$ cat src/rtl/bufprog_pkg.sv
package bufprog_pkg;
  typedef enum logic [1:0] {
    ST_IDLE   = 2'd0,
    ST_FILL   = 2'd1,
    ST_PROG   = 2'd2,
    ST_VERIFY = 2'd3
  } seq_st_e;
endpackage

$ cat src/rtl/bufprog_wbuf.sv
// Word buffer: one write port, one combinational read port.
module bufprog_wbuf #(
  parameter int DATA_W = 16,
  parameter int DEPTH  = 32,
  localparam int IDX_W = $clog2(DEPTH)
) (
  input  logic              clk,
  input  logic              wr_en,
  input  logic [IDX_W-1:0]  wr_idx,
  input  logic [DATA_W-1:0] wr_data,
  input  logic [IDX_W-1:0]  rd_idx,
  output logic [DATA_W-1:0] rd_data
);
  logic [DATA_W-1:0] slot_q [DEPTH];

  for (genvar g = 0; g < DEPTH; g++) begin : g_slot
    logic slot_en;
    assign slot_en = wr_en && (wr_idx == IDX_W'(g));
    always_ff @(posedge clk) begin
      if (slot_en) slot_q[g] <= wr_data;
    end
  end

  assign rd_data = slot_q[rd_idx];
endmodule

$ cat src/rtl/bufprog_ctr.sv
// Up counter with clear (highest priority), load and increment.
module bufprog_ctr #(
  parameter int W = 8
) (
  input  logic         clk,
  input  logic         rst_n,
  input  logic         clr,
  input  logic         ld,
  input  logic [W-1:0] ld_val,
  input  logic         inc,
  output logic [W-1:0] q
);
  logic [W-1:0] q_d;
  logic         en;

  assign en = clr || ld || inc;

  always_comb begin
    if (clr)     q_d = '0;
    else if (ld) q_d = ld_val;
    else         q_d = q + W'(1);
  end

  always_ff @(posedge clk or negedge rst_n) begin
    if (!rst_n)  q <= '0;
    else if (en) q <= q_d;
  end
endmodule

$ cat src/rtl/bufprog_seq.sv
module bufprog_seq
  import bufprog_pkg::*;
#(
  parameter int DATA_W    = 16,
  parameter int ADDR_W    = 12,
  parameter int BLK_W     = 8,
  parameter int BUF_DEPTH = 32
) (
  input  logic              clk,
  input  logic              rst_n,
  input  logic              start,
  input  logic [ADDR_W-1:0] start_addr,
  input  logic              bus_wr,
  input  logic [ADDR_W-1:0] bus_addr,
  input  logic [DATA_W-1:0] bus_data,
  input  logic              err_clr,
  output logic [7:0]        status,
  output logic              arr_we,
  output logic [ADDR_W-1:0] arr_addr,
  output logic [DATA_W-1:0] arr_wdata,
  input  logic [DATA_W-1:0] arr_rdata
);
  localparam int IDX_W = $clog2(BUF_DEPTH);
  localparam int TAG_W = ADDR_W - BLK_W;
  localparam int OFF_W = BLK_W + 1;

  // reset: asserted asynchronously, released on the clock
  logic [1:0] rs_q;
  logic       rst_i_n;
  always_ff @(posedge clk or negedge rst_n) begin
    if (!rst_n) rs_q <= 2'b00;
    else        rs_q <= {rs_q[0], 1'b1};
  end
  assign rst_i_n = rs_q[1];

  seq_st_e           state_q, state_d;
  logic [TAG_W-1:0]  blk_q;
  logic              err_q, err_d;
  logic [IDX_W-1:0]  idx_q;
  logic [OFF_W-1:0]  off_q;
  logic [DATA_W-1:0] buf_rd;

  logic in_blk, start_acc, fill_acc, exit_req, last_idx, overrun, mismatch;
  logic step, idx_clr;

  assign in_blk    = (bus_addr[ADDR_W-1:BLK_W] == blk_q);
  assign start_acc = (state_q == ST_IDLE) && start;
  assign fill_acc  = (state_q == ST_FILL) && bus_wr && in_blk;
  assign exit_req  = (state_q == ST_FILL) && bus_wr && !in_blk && (bus_data == '1);
  assign last_idx  = (idx_q == IDX_W'(BUF_DEPTH - 1));
  assign overrun   = (state_q == ST_PROG) && off_q[BLK_W];
  assign step      = (state_q == ST_VERIFY);
  assign mismatch  = step && (arr_rdata != buf_rd);
  assign idx_clr   = start_acc || overrun || ((fill_acc || step) && last_idx);

  // next state
  always_comb begin
    state_d = state_q;
    unique case (state_q)
      ST_IDLE:   if (start) state_d = ST_FILL;
      ST_FILL: begin
        if (exit_req)                  state_d = ST_IDLE;
        else if (fill_acc && last_idx) state_d = ST_PROG;
      end
      ST_PROG:   state_d = overrun  ? ST_IDLE : ST_VERIFY;
      ST_VERIFY: state_d = last_idx ? ST_FILL : ST_PROG;
      default:   state_d = ST_IDLE;
    endcase
  end

  assign err_d = (err_q && !err_clr) || mismatch || overrun;

  always_ff @(posedge clk or negedge rst_i_n) begin
    if (!rst_i_n) begin
      state_q <= ST_IDLE;
      err_q   <= 1'b0;
    end else begin
      state_q <= state_d;
      err_q   <= err_d;
    end
  end

  always_ff @(posedge clk or negedge rst_i_n) begin
    if (!rst_i_n)       blk_q <= '0;
    else if (start_acc) blk_q <= start_addr[ADDR_W-1:BLK_W];
  end

  bufprog_ctr #(.W(IDX_W)) u_idx (
    .clk(clk), .rst_n(rst_i_n), .clr(idx_clr), .ld(1'b0), .ld_val('0),
    .inc(fill_acc || step), .q(idx_q)
  );

  bufprog_ctr #(.W(OFF_W)) u_off (
    .clk(clk), .rst_n(rst_i_n), .clr(1'b0), .ld(start_acc),
    .ld_val({1'b0, start_addr[BLK_W-1:0]}), .inc(step), .q(off_q)
  );

  bufprog_wbuf #(.DATA_W(DATA_W), .DEPTH(BUF_DEPTH)) u_wbuf (
    .clk(clk), .wr_en(fill_acc), .wr_idx(idx_q), .wr_data(bus_data),
    .rd_idx(idx_q), .rd_data(buf_rd)
  );

  assign arr_we    = (state_q == ST_PROG) && !off_q[BLK_W];
  assign arr_addr  = {blk_q, off_q[BLK_W-1:0]};
  assign arr_wdata = buf_rd;

  assign status = {(state_q == ST_IDLE), 2'b00, err_q, 3'b000,
                   (state_q == ST_PROG) || (state_q == ST_VERIFY)};
endmodule

$ cat config.mk
export PLATFORM = sky130hd
export DESIGN_NAME = bufprog_seq
export DESIGN_NICKNAME = d
export VERILOG_FILES = /design/src/rtl/bufprog_pkg.sv /design/src/rtl/bufprog_wbuf.sv /design/src/rtl/bufprog_ctr.sv /design/src/rtl/bufprog_seq.sv
export SDC_FILE = /design/constraint.sdc
export NUM_CORES = 1
export LEC_CHECK = 0
export ABC_CLOCK_PERIOD_IN_PS = 1800
export BUFFER_PORTS_ARGS = -buffer_cell sky130_fd_sc_hd__buf_2
export CAP_MARGIN = 20
export CORE_MARGIN = 4
export CORE_UTILIZATION = 47
export DETAILED_ROUTE_END_ITERATION = 10
export GPL_ROUTABILITY_DRIVEN = 0
export PLACE_DENSITY = 0.66
export SLEW_MARGIN = 25
export SYNTH_ARGS = -nofsm -noshare
export SYNTH_HDL_FRONTEND = slang
export SYNTH_HIERARCHICAL = 1
export SYNTH_SLANG_ARGS = --single-unit
$ cat constraint.sdc
create_clock -name clk -period 1.8 [get_ports clk]
set_input_delay 0 -clock clk [delete_from_list [all_inputs] [get_ports clk]]
set_output_delay 0 -clock clk [all_outputs]
set_load 0.03 [all_outputs]
Word-level counts from Yosys, hierarchy flattened
Memory sizes are Yosys's and may differ from the RTL's.
Cells that the tools add are included.
{ "totals": {"reg_bits": 23, "ramBits": 512, "wordCells": 300, "memories": 1} }
{ "mem_list": {"columns": ["name", "words", "width", "read_ports", "rd_ports_with_merged_regs", "write_ports", "line", "text"], "rows": [
  ["u_wbuf.slot_q", 32, 16, 1, 0, 1, "bufprog_wbuf.sv:14", "logic [DATA_W-1:0] slot_q [DEPTH];"]
]} }
{ "classes": {"add_sub_neg": 2, "n_eq_ne": 39, "n_mux": 165, "reduce_logical": 87} }
{ "ops": {"columns": ["cell", "count"], "rows": [
  ["$mux 16", 31],
  ["$reduce_or 16->1", 31],
  ["$mux 5", 32],
  ["$mux 1", 95],
  ["$eq 5x5->1 const B", 16],
  ["$logic_and 1x1->1", 42],
  ["$eq 5x4->1 const B", 8],
  ["$eq 5x3->1 const B", 4],
  ["$eq 16x16->1 const B", 1],
  ["$ne 16x16->1", 1],
  ["$eq 5x2->1 const B", 2],
  ["$mux 2", 5],
  ["$add 9x1->9 const B", 1],
  ["$mux 9", 1],
  ["$logic_or 1x1->1", 8],
  ["$pmux 2 s4", 1],
  ["$add 5x1->5 const B", 1],
  ["$eq 5x1->1 const B", 1],
  ["$logic_not 5->1", 1],
  ["$eq 2x2->1 const B", 2],
  ["$eq 4x4->1", 1],
  ["$logic_not 1->1", 3],
  ["$ne 3x2->1 const B", 1],
  ["$eq 2x1->1 const B", 1],
  ["3 further kinds", 3]
]} }

Depth between registers and ports, before layout
Gate-level depths: netlist of the first run.
{ "logic_depth": {"word_depth": 38, "mapped_depth": 12, "mapped_depth_nobuf": 9} }

Modules after synthesis
The synthesis of the first run kept the hierarchy.
{ "modules_own_cells": {"columns": ["mod", "n_inst", "cells_each", "area_per_inst_um2", "seq_area_each_um2"], "rows": [
  ["bufprog_wbuf", 1, 1134, 20246.9, 15374.7],
  ["bufprog_seq", 1, 88, 772.0, 225.2],
  ["bufprog_ctr (u_off)", 1, 59, 574.3, 225.2],
  ["bufprog_ctr (u_idx)", 1, 28, 281.5, 125.1]
]} }

Least setup slack after synthesis of the first run
No wires, ideal clock.
{ "synth_path": {"path_kind": "register to register", "from": "reg blk_q[1]", "to": "mem u_wbuf.slot_q[12][0] (enable)", "arrival_ns": 2.796, "required_time_ns": 1.391, "setup_slack_ns": -1.405, "path_stages_with_launch": 8, "cell_sequence": "dfrtp_1 xor2_1 nor4_4 nand2_1 inv_1 nor2b_1 nand3_1 nor3_1"} }
{ "synth_via": {"elab_cells_between_ends": 191, "cone_classes": "eq/ne (1); mux (126); reduce/logical (64)"} }
{ "synth_lines": {"columns": ["element", "line", "text"], "rows": [
  ["from (decl)", "bufprog_seq.sv:37", "logic [TAG_W-1:0] blk_q;"],
  ["from (signal assigned)", "bufprog_seq.sv:85", "else if (start_acc) blk_q <= start_addr[ADDR_W-1:BLK_W];"],
  ["$eq 4x4->1 *", "bufprog_seq.sv:46", "assign in_blk = (bus_addr[ADDR_W-1:BLK_W] == blk_q);"],
  ["$logic_and 1x1->1 *", "bufprog_seq.sv:48", "assign fill_acc = (state_q == ST_FILL) && bus_wr && in_blk;"],
  ["net fill_acc", "bufprog_seq.sv:43", "logic in_blk, start_acc, fill_acc, exit_req, last_idx, overrun, mismatch;"],
  ["$logic_and 1x1->1 *", "bufprog_wbuf.sv:18", "assign slot_en = wr_en && (wr_idx == IDX_W'(g));"],
  ["net u_wbuf.g_slot[12].slot_en", "bufprog_wbuf.sv:17", "logic slot_en;"],
  ["$mux 1 *", "bufprog_wbuf.sv:20", "if (slot_en) slot_q[g] <= wr_data;"],
  ["$mux 1 (implied by the code) *", "bufprog_wbuf.sv:20", null],
  ["$reduce_or 16->1 (no line)", null, null],
  ["$mux 5 (no line) / $mux 1 (equally long branches) (20 in a row)", null, null],
  ["to (decl)", "bufprog_wbuf.sv:14", null]
]} }
The timed path passes the listed nets; every way through them passes the cells marked *.

Worst setup path in the final report of the first run
{ "layout_path": {"from": "reg u_idx.q[0]", "to": "reg err_q"} }
{ "layout_via": {"elab_chain_len": 5} }
{ "layout_rtl": {"columns": ["element", "line", "text"], "rows": [
  ["from (decl)", "bufprog_ctr.sv:11", "output logic [W-1:0] q"],
  ["from (signal assigned)", "bufprog_ctr.sv:26", "else if (en) q <= q_d;"],
  ["$mem_v2 32x16", null, null],
  ["$ne 16x16->1", "bufprog_seq.sv:53", "assign mismatch = step && (arr_rdata != buf_rd);"],
  ["$logic_and 1x1->1", "bufprog_seq.sv:53", null],
  ["$logic_or 1x1->1 (2 in a row)", "bufprog_seq.sv:71", "assign err_d = (err_q && !err_clr) || mismatch || overrun;"],
  ["net err_d", "bufprog_seq.sv:38", "logic err_q, err_d;"],
  ["to (signal assigned)", "bufprog_seq.sv:79", "err_q <= err_d;"],
  ["to (decl)", "bufprog_seq.sv:38", null]
]} }
The timed path passes the listed nets, and every way through them passes these cells.
A chain may end at the register's enable or synchronous reset.

==> metrics.md, run 1 <==
| Metric | Value |
|---|---|
| Status | finished, violations left |
| Failing checks | negative setup slack |
| Multi-input logic area | 6145 sq um |
| Synth Instances | ~1300 |
| Root buffer cell | clkbuf_16 |
| Final Core Density | 0.6233 |
| Core Footprint | about 46000 sq um |
| Sequential area share after synthesis | 0.7292 |
| Max Slew Vio Count | 0 |
| First-pass GRT wire length | around 85000 microns |
| Post-Layout Inst Area | around 28000 sq um |
| CTS tree | built |
| Worst Slack Setup Final | -990.0 ps |
| Die Ht | between 200 and 250 microns |
| Max cap viols | 0 |
| Fin Clk Skew | between 30 and 40 ps |
| Syn Std Cell Area | 21870 sq um |
| Post-Place Worst Slack | -1153 ps |
| Kind of critical path | flip-flop to flip-flop |
| Synth cell types | 46 |
| FILL cells | between 3000 and 4000 |
| Detailed placer's ending HPWL | 35840 microns |
| Nets@finish | about 1700 |
| Largest net degree at the start of global routing | 33 |
| FP Rows | 78 |
| CP startpoint kind | flip-flop |
| Clk sinks | between 500 and 600 |
| Flops & latches, synth | 535 |
| Slowest CP cell | dfrtp_4 |
| Grt total ovfl | 0 |
| Worst-path clk slew | ~60 ps |
| Global-route usage over all layers | 0.2267 |
| Area Growth Syn to Fin | 30.14% |
| Register area | about 16000 sq um |
| Unrepaired setup endpoints after global routing | yes |
| DP Area | 24960 sq um |
| Vias | approximately 13000 |
| Launching point of the worst reg2reg path | u_idx/q[0]$_DFFE_PN0P_ |
| Worst Hold Launch | bus_data[8] |
| EDFF count, synth | 512 |
| HP Class | input port to flip-flop |
| Ys Warns | 6 |
| Initial DRC Count | 1223 |
| Router iterations before antenna repair | 5 |
| Period utilization | 1.550 |
| Chip Width | 223.7 microns |
| Most common cell in the netlist | edfxtp_1 |
| Asr flop ratio synth | 0.04299 |
| Crit-path cells | buf_12 -> buf_4 -> mux2i_1 -> a22o_1 -> nor3_1 -> buf_4 -> a31oi_1 -> buf_4 -> nand3_2 -> xor2_1 -> nor4_2 -> a31oi_1 -> a211o_1 |
| Share of cells above drive strength 1 | 0.3079 |
| Clock Latency Late Sink | 610 ps |
| Number of global-route vias before repair | 13040 |
| Maximum clock rate | between 300 and 400 MHz |
| Pleak | approximately 10 nW |
| CP Capture Type | flip-flop |
| Post-synth top cells | edfxtp_1 (512), mux2i_1 (264), a22oi_1 (64) |
| Starting Density | 0.4789 |
| Htree depth | 2 |
| Period minus WS final | ~2800 ps |
| DRC | 0 |
| PortBufs | 84 |
| Vias/cell | about 5.7 |
| Non-Filler Instances | around 2300 |
| ANT nets after route | 0 |
| Clock tree buffer depth | 3 |
| Drt wl/cell | ~25 microns |
| P per Cell Area | 1385 nW/um^2 |
| Avg Synthesized Cell Area | 16.71 sq um |
| # IOs | slightly below 100 |
| Area contributors post-synth | edfxtp_1 (70%), mux2i_1 (12%), dfrtp_1 (2.6%) |
| Final Setup Violations | between 500 and 600 |
| CP Data Arrival Time | between 3000 and 4000 ps |
| Crit-path max cell delay | 560 ps |
| Initial antenna violation count | 2 |
| Final hold violations | 0 |
| DRT Wirelength | about 60000 microns |
| Area leader, netlist | edfxtp_1 |
| Data required, critical path | approximately 2300 ps |
| Crit path from | u_idx/q[0]$_DFFE_PN0P_ |
| Inst Count DP | ~2100 |
| Post-synth top flop | edfxtp_1 |
| Share of the synthesized area in the top cell type | 0.7029 |
| Die Area | 50060 sq um |
| Antenna diode count | 0 |
| Maximum fanout along the worst path | 11 |
| Inserted Clock Buffers | 54 |
| Peak supply drop | 0.0007059 V |
| Critical Path Most Common Cell | buf_4 |
## final cells by class
| type | count | area share |
|---|---|---|
| sequential | 535 | 0.5606 |
| inverter | 11 | 0.001450 |
| clock buffer | 67 | 0.05067 |
| tap | 600 | 0.02637 |
| clock inverter | 34 | 0.007823 |
| timing repair buffer | 368 | 0.1373 |
| multi-input combinational | 690 | 0.2158 |
## per-stage QoR
stage	hold WS, ps	total power (W)	setup TNS, ps
after detailed placement	-212.5	0.02624	-256910
after global routing	25.26	0.04082	-334740
after global placement	-214.9	0.02614	-248470
final	42.35	0.03942	-302010
after CTS	23.76	0.03864	-262310
after floorplan	-295.6	0.02174	-284850
## placed cells by master, fill, tap and decap left out, types with 29 or more instances in the layout
cell type,n
buf_4,133
mux2i_1,253
a22o_1,34
buf_2,68
clkbuf_16,63
a22oi_1,59
buf_6,61
buf_12,54
nand4_1,29
a21oi_1,43
nand2_1,38
dlygate4sd3_1,31
edfxtp_1,512
## flip-flops by register name, summed over array words and instances (netlist names)
| signal | flops |
|---|---|
| u_wbuf/slot_q | 512 |
| err_q | 1 |
| u_off/q | 9 |
| blk_q | 4 |
| u_idx/q | 5 |
| state_q | 2 |
| rs_q | 2 |
## per-layer routing
metal	track usage	share of wire
met5	0	0
met4	0.06582	0.021
met3	0.03446	0.071
met2	0.3682	0.49
met1	0.3224	0.42
## cells by family (layout without fill, tap and decap cells)
kind of cell / Yosys count / count (layout) / share of synthesized area
xor+xnor: 30 / 30 / 0.01201
compound gates: 174 / 174 / 0.05554
simple gates: 201 / 201 / 0.04610
flops: 535 / 535 / 0.7292
buf+inv: 96 / 480 / 0.03232
other cells: 2 / 14 / 0.0003433
mux: 269 / 269 / 0.1234
fa+ha+maj: 2 / 2 / 0.001144
## what timing repair did
action / 4_1_cts / 5_1_grt
endpoints found under the hold margin: 272 / 0
endpoints found under the setup margin: 536 / 541
gates resized for setup: 137 / 70
pin swaps: 68 / 51
hold buffers: 31 / 0
cloned: 6 / 7
buffers inserted: 31 / 22
## report_power, final
part           leakage, nW  internal (W)  total (W)  switching, W
Combinational         4.63       0.00702     0.0148       0.00781
Clock                0.813       0.00595     0.0106       0.00460
Sequential            4.89        0.0138     0.0140      0.000199
Total                 10.3        0.0268     0.0394        0.0126
## worst paths after layout
check | endpoint | slack, ps | cells after the start
worst max-delay path | err_q$_DFF_PN0_ | -990 | 13
worst min-delay path | u_wbuf/slot_q[31][8]$_DFFE_PP_ | 40 | 2
worst max register to register | err_q$_DFF_PN0_ | -990 | 13
worst min register to register | state_q[1]$_DFFE_PN0P_ | 260 | 1
max in group asynchronous | u_idx/q[0]$_DFFE_PN0P_ | 1190 | 1
min in group asynchronous | rs_q[0]$_DFF_PN0_ | 230 | 3
## worst max-delay path, delay by kind of cell, from the launching register on
family	cells	cell delay (ps)
DFF	1	560
buffers and inverters	4	590
muxes	1	170
and+or+nand+nor	3	410
xor gates and xnor gates	1	190
AOI/OAI and AO/OA	4	770
Note: power is estimated with default switching activity, not from simulation.
==> inputs of run 2 (changes only) <==
--- a/config.mk
+++ b/config.mk
@@ -5,14 +5,13 @@
 export SDC_FILE = /design/constraint.sdc
 export NUM_CORES = 1
 export LEC_CHECK = 0
-export ABC_CLOCK_PERIOD_IN_PS = 1800
+export ABC_CLOCK_PERIOD_IN_PS = 2500
 export BUFFER_PORTS_ARGS = -buffer_cell sky130_fd_sc_hd__buf_2
 export CAP_MARGIN = 20
-export CORE_MARGIN = 4
 export CORE_UTILIZATION = 47
 export DETAILED_ROUTE_END_ITERATION = 10
 export GPL_ROUTABILITY_DRIVEN = 0
-export PLACE_DENSITY = 0.66
+export PLACE_DENSITY = 0.68
 export SLEW_MARGIN = 25
 export SYNTH_ARGS = -nofsm -noshare
 export SYNTH_HDL_FRONTEND = slang
==> constraint.sdc (replaced) <==
create_clock -name clk -period 2.5 [get_ports clk]
set_input_delay 0 -clock clk [delete_from_list [all_inputs] [get_ports clk]]
set_output_delay 0 -clock clk [all_outputs]
set_load 0.03 [all_outputs]
==> run 2 against run 1 <==
Effect of this change:
- the run still ends with negative setup slack left
- global-route usage rose by 0.77 points
- worst hold slack improved by 3.0 ps
- sequential power fell by 28%
- total power fell by 28%
- clock skew fell by 8.3 ps
- clock power fell by 26%
- critical path depth did not move
- combinational power fell by 28%
- critical endpoint unchanged
==> metrics.md, run 2 (same netlist as run 1, synthesis figures left out) <==
| Metric | Value |
|---|---|
| Maximum clock rate | 346.1 MHz (was 358.4 MHz) |
| Worst-Margin Slew | ~720 ps |
| Worst Slack Setup Final | -389.3 ps (was -990.0 ps) |
| Vias | 12880 (was 13150) |
| ANT nets after route | 0 (unchanged) |
| Post-Place Worst Slack | -1075 ps (was -1153 ps) |
| Die Area | 47410 sq um (was 50060 sq um) |
| Largest net degree at the start of global routing | 34 (was 33) |
| Crit-path cells | buf_12 -> buf_16 -> buf_16 -> buf_4 -> mux2i_1 -> a21oi_1 -> a31oi_4 -> nand3_2 -> xor2_1 -> nor4_1 -> buf_4 -> a31oi_4 -> a211o_1 (was buf_12 -> buf_4 -> mux2i_1 -> a22o_1 -> nor3_1 -> buf_4 -> a31oi_1 -> buf_4 -> nand3_2 -> xor2_1 -> nor4_2 -> a31oi_1 -> a211o_1) |
| DP Area | 24530 sq um (was 24960 sq um) |
| CTS tree | built (unchanged) |
| Top Registers | u_wbuf/slot_q (512), u_off/q (9), u_idx/q (5) (unchanged) |
| Final Setup Violations | 16 (was 535) |
| # IOs | 98 (unchanged) |
| Vias/cell | 5.681 (was 5.705) |
| Kind of critical path | flip-flop to flip-flop (unchanged) |
| Inserted Clock Buffers | 53 (was 54) |
| Final hold violations | 0 (unchanged) |
| Slew HR | 0.5175 |
| Period utilization | 1.156 (was 1.550) |
| Failing checks | negative setup slack (unchanged) |
| Initial DRC Count | 1145 (was 1223) |
| FP Rows | 78 (unchanged) |
| Setup TNS | -2977 ps (was -302010 ps) |
| Starting Density | 0.4789 (unchanged) |
| Pleak | 10.13 nW (was 10.33 nW) |
| Commonest cells after routing, fill and taps aside | edfxtp_1 (512), mux2i_1 (254), buf_4 (116) (was edfxtp_1 (512), mux2i_1 (253), buf_4 (133)) |
| Max reg flops | 512 (unchanged) |
| Endpoint, Worst Hold | state_q[1]$_DFFE_PN0P_ (was u_wbuf/slot_q[31][8]$_DFFE_PP_) |
| Number of global-route vias before repair | 12940 (was 13040) |
| DRT Wirelength | 55850 microns (was 58630 microns) |
| Router iterations before antenna repair | 7 (was 5) |
| Critical path's top delay family | buffers and inverters (was compound AO/OA/AOI/OAI gates) |
| Launching point of the worst reg2reg path | u_idx/q[0]$_DFFE_PN0P_ (unchanged) |
| Clk sinks | 535 (unchanged) |
| Grt total ovfl | 0 (unchanged) |
| R2R depth | 13 (unchanged) |
| P per Cell Area | 1023 nW/um^2 (was 1385 nW/um^2) |
| Initial antenna violation count | 0 (was 2) |
| Max cap viols | 0 (unchanged) |
| Share of cells above drive strength 1 | 0.2932 (was 0.3079) |
| CP Capture Type | flip-flop (unchanged) |
| Hold path cells | 5 (was 2) |
| Unrepaired setup endpoints after global routing | yes (unchanged) |
| Clock tree buffer depth | 3 (unchanged) |
| Worst Hold Launch | bus_addr[9] (was bus_data[8]) |
| DRC | 0 (unchanged) |
| Maximum fanout along the worst path | 7 (was 11) |
| Crit-path max cell delay | 530 ps (was 560 ps) |
| PortBufs | 84 (unchanged) |
| Clock Latency Late Sink | 600 ps (was 610 ps) |
| Die Ht | 217.7 microns (was 223.7 microns) |
| Drt wl/cell | 24.62 microns (was 25.44 microns) |
| Area Growth Syn to Fin | 27.62% (was 30.14%) |
| Fin Clk Skew | 23.68 ps (was 31.96 ps) |
| Commonest non-fill, non-tap cell in the layout | edfxtp_1 (unchanged) |
| Tot Pwr | 0.02855 W (was 0.03942 W) |
| Antenna diode count | 0 (unchanged) |
| Period minus WS final | 2889 ps (was 2790 ps) |
| Slowest CP cell | dfrtp_4 (unchanged) |
| Global-route usage over all layers | 0.2344 (was 0.2267) |
| Post-Layout Inst Area | 27920 sq um (was 28470 sq um) |
| CP Data Arrival Time | 3370 ps (was 3280 ps) |
| Htree depth | 2 (unchanged) |
| Core Footprint | 45670 sq um (unchanged) |
| First-pass GRT wire length | 81080 microns (was 84890 microns) |
| Chip Width | 217.7 microns (was 223.7 microns) |
| Nets@finish | 1690 (was 1723) |
| Detailed placer's ending HPWL | 34320 microns (was 35840 microns) |
| Worst-path clk slew | 60 ps (about the same) |
| FF-to-FF setup slack | -390 ps (was -990 ps) |
| Final Core Density | 0.6112 (was 0.6233) |
| CP startpoint kind | flip-flop (unchanged) |
| Status | finished, violations left (unchanged) |
| Buffers & Inverters on Critical Path | 5 (was 4) |
| Data required, critical path | 2980 ps (was 2290 ps) |
| Peak supply drop | 0.0008539 V (was 0.0007059 V) |
| HP Class | input port to flip-flop (unchanged) |
| Biggest register | u_wbuf/slot_q (unchanged) |
| Max Slew Vio Count | 0 (unchanged) |
| Worst r2r dst | err_q$_DFF_PN0_ (unchanged) |
| Root buffer cell | clkbuf_16 (unchanged) |
==> run 2: how the worst max path moves through the flow <==
stage	startpoint	to	slack [ps]	cells past startpoint
global placement	u_idx/q[0]$_DFFE_PN0P_	err_q$_DFF_PN0_	-1110	13
global route	u_idx/q[0]$_DFFE_PN0P_	err_q$_DFF_PN0_	-480	13
finish	u_idx/q[0]$_DFFE_PN0P_	err_q$_DFF_PN0_	-390	13
detailed placement	u_idx/q[0]$_DFFE_PN0P_	err_q$_DFF_PN0_	-1080	13
CTS	u_idx/q[0]$_DFFE_PN0P_	err_q$_DFF_PN0_	-350	12
floorplan	blk_q[1]$_DFFE_PN0P_	u_wbuf/slot_q[13][0]$_DFFE_PP_	-220	7
==> run 2: cell type report <==
cell class,instances,area (sq um)
fill,3273,17760
sequential,535,15960
multi-input combinational,690,5928
timing repair buffer,336,3525
clock buffer,70,1451
tap,600,750.7
clock inverter,26,260.3
inverter,11,41.29
==> run 2: repair_timing <==
action                                  4_1_cts  5_1_grt
gates cloned                                  4        3
resized for setup                            92       91
hold buffers                                 31        0
endpoints found under the setup margin       17      245
endpoints found under the hold margin       358        0
pin swaps                                    38       69
buffers inserted                             26       31
==> run 2: where the power goes <==
group          internal [W]  leakage [nW]  switching [W]
Combinational       0.00516          4.41        0.00544
Sequential          0.00996          4.89       0.000133
Clock               0.00458         0.836        0.00327
Total                0.0197          10.1        0.00885
==> run 2: routing by layer <==
metal	vias to the layer above	share of wire	track usage
li1	5767	-	-
met1	6534	0.41	0.3141
met2	502	0.49	0.3818
met3	81	0.077	0.04756
met4	0	0.025	0.07995
met5	-	0	0
==> run 2: tightest hold or removal path, stage by stage <==
cell	delay, ps
buf_2	90
xor2_1	240
nor4_4	90
nand2_2	90
o22ai_1	90
==> run 2: through the flow <==
step | std cells | hold WS [ps]
floorplan | 1321 | -295.6
global placement | 2087 | -213.7
detailed placement | 2087 | -211.3
CTS | 2242 | 11.80
global route | 2268 | 38.95
finish | 2268 | 45.34
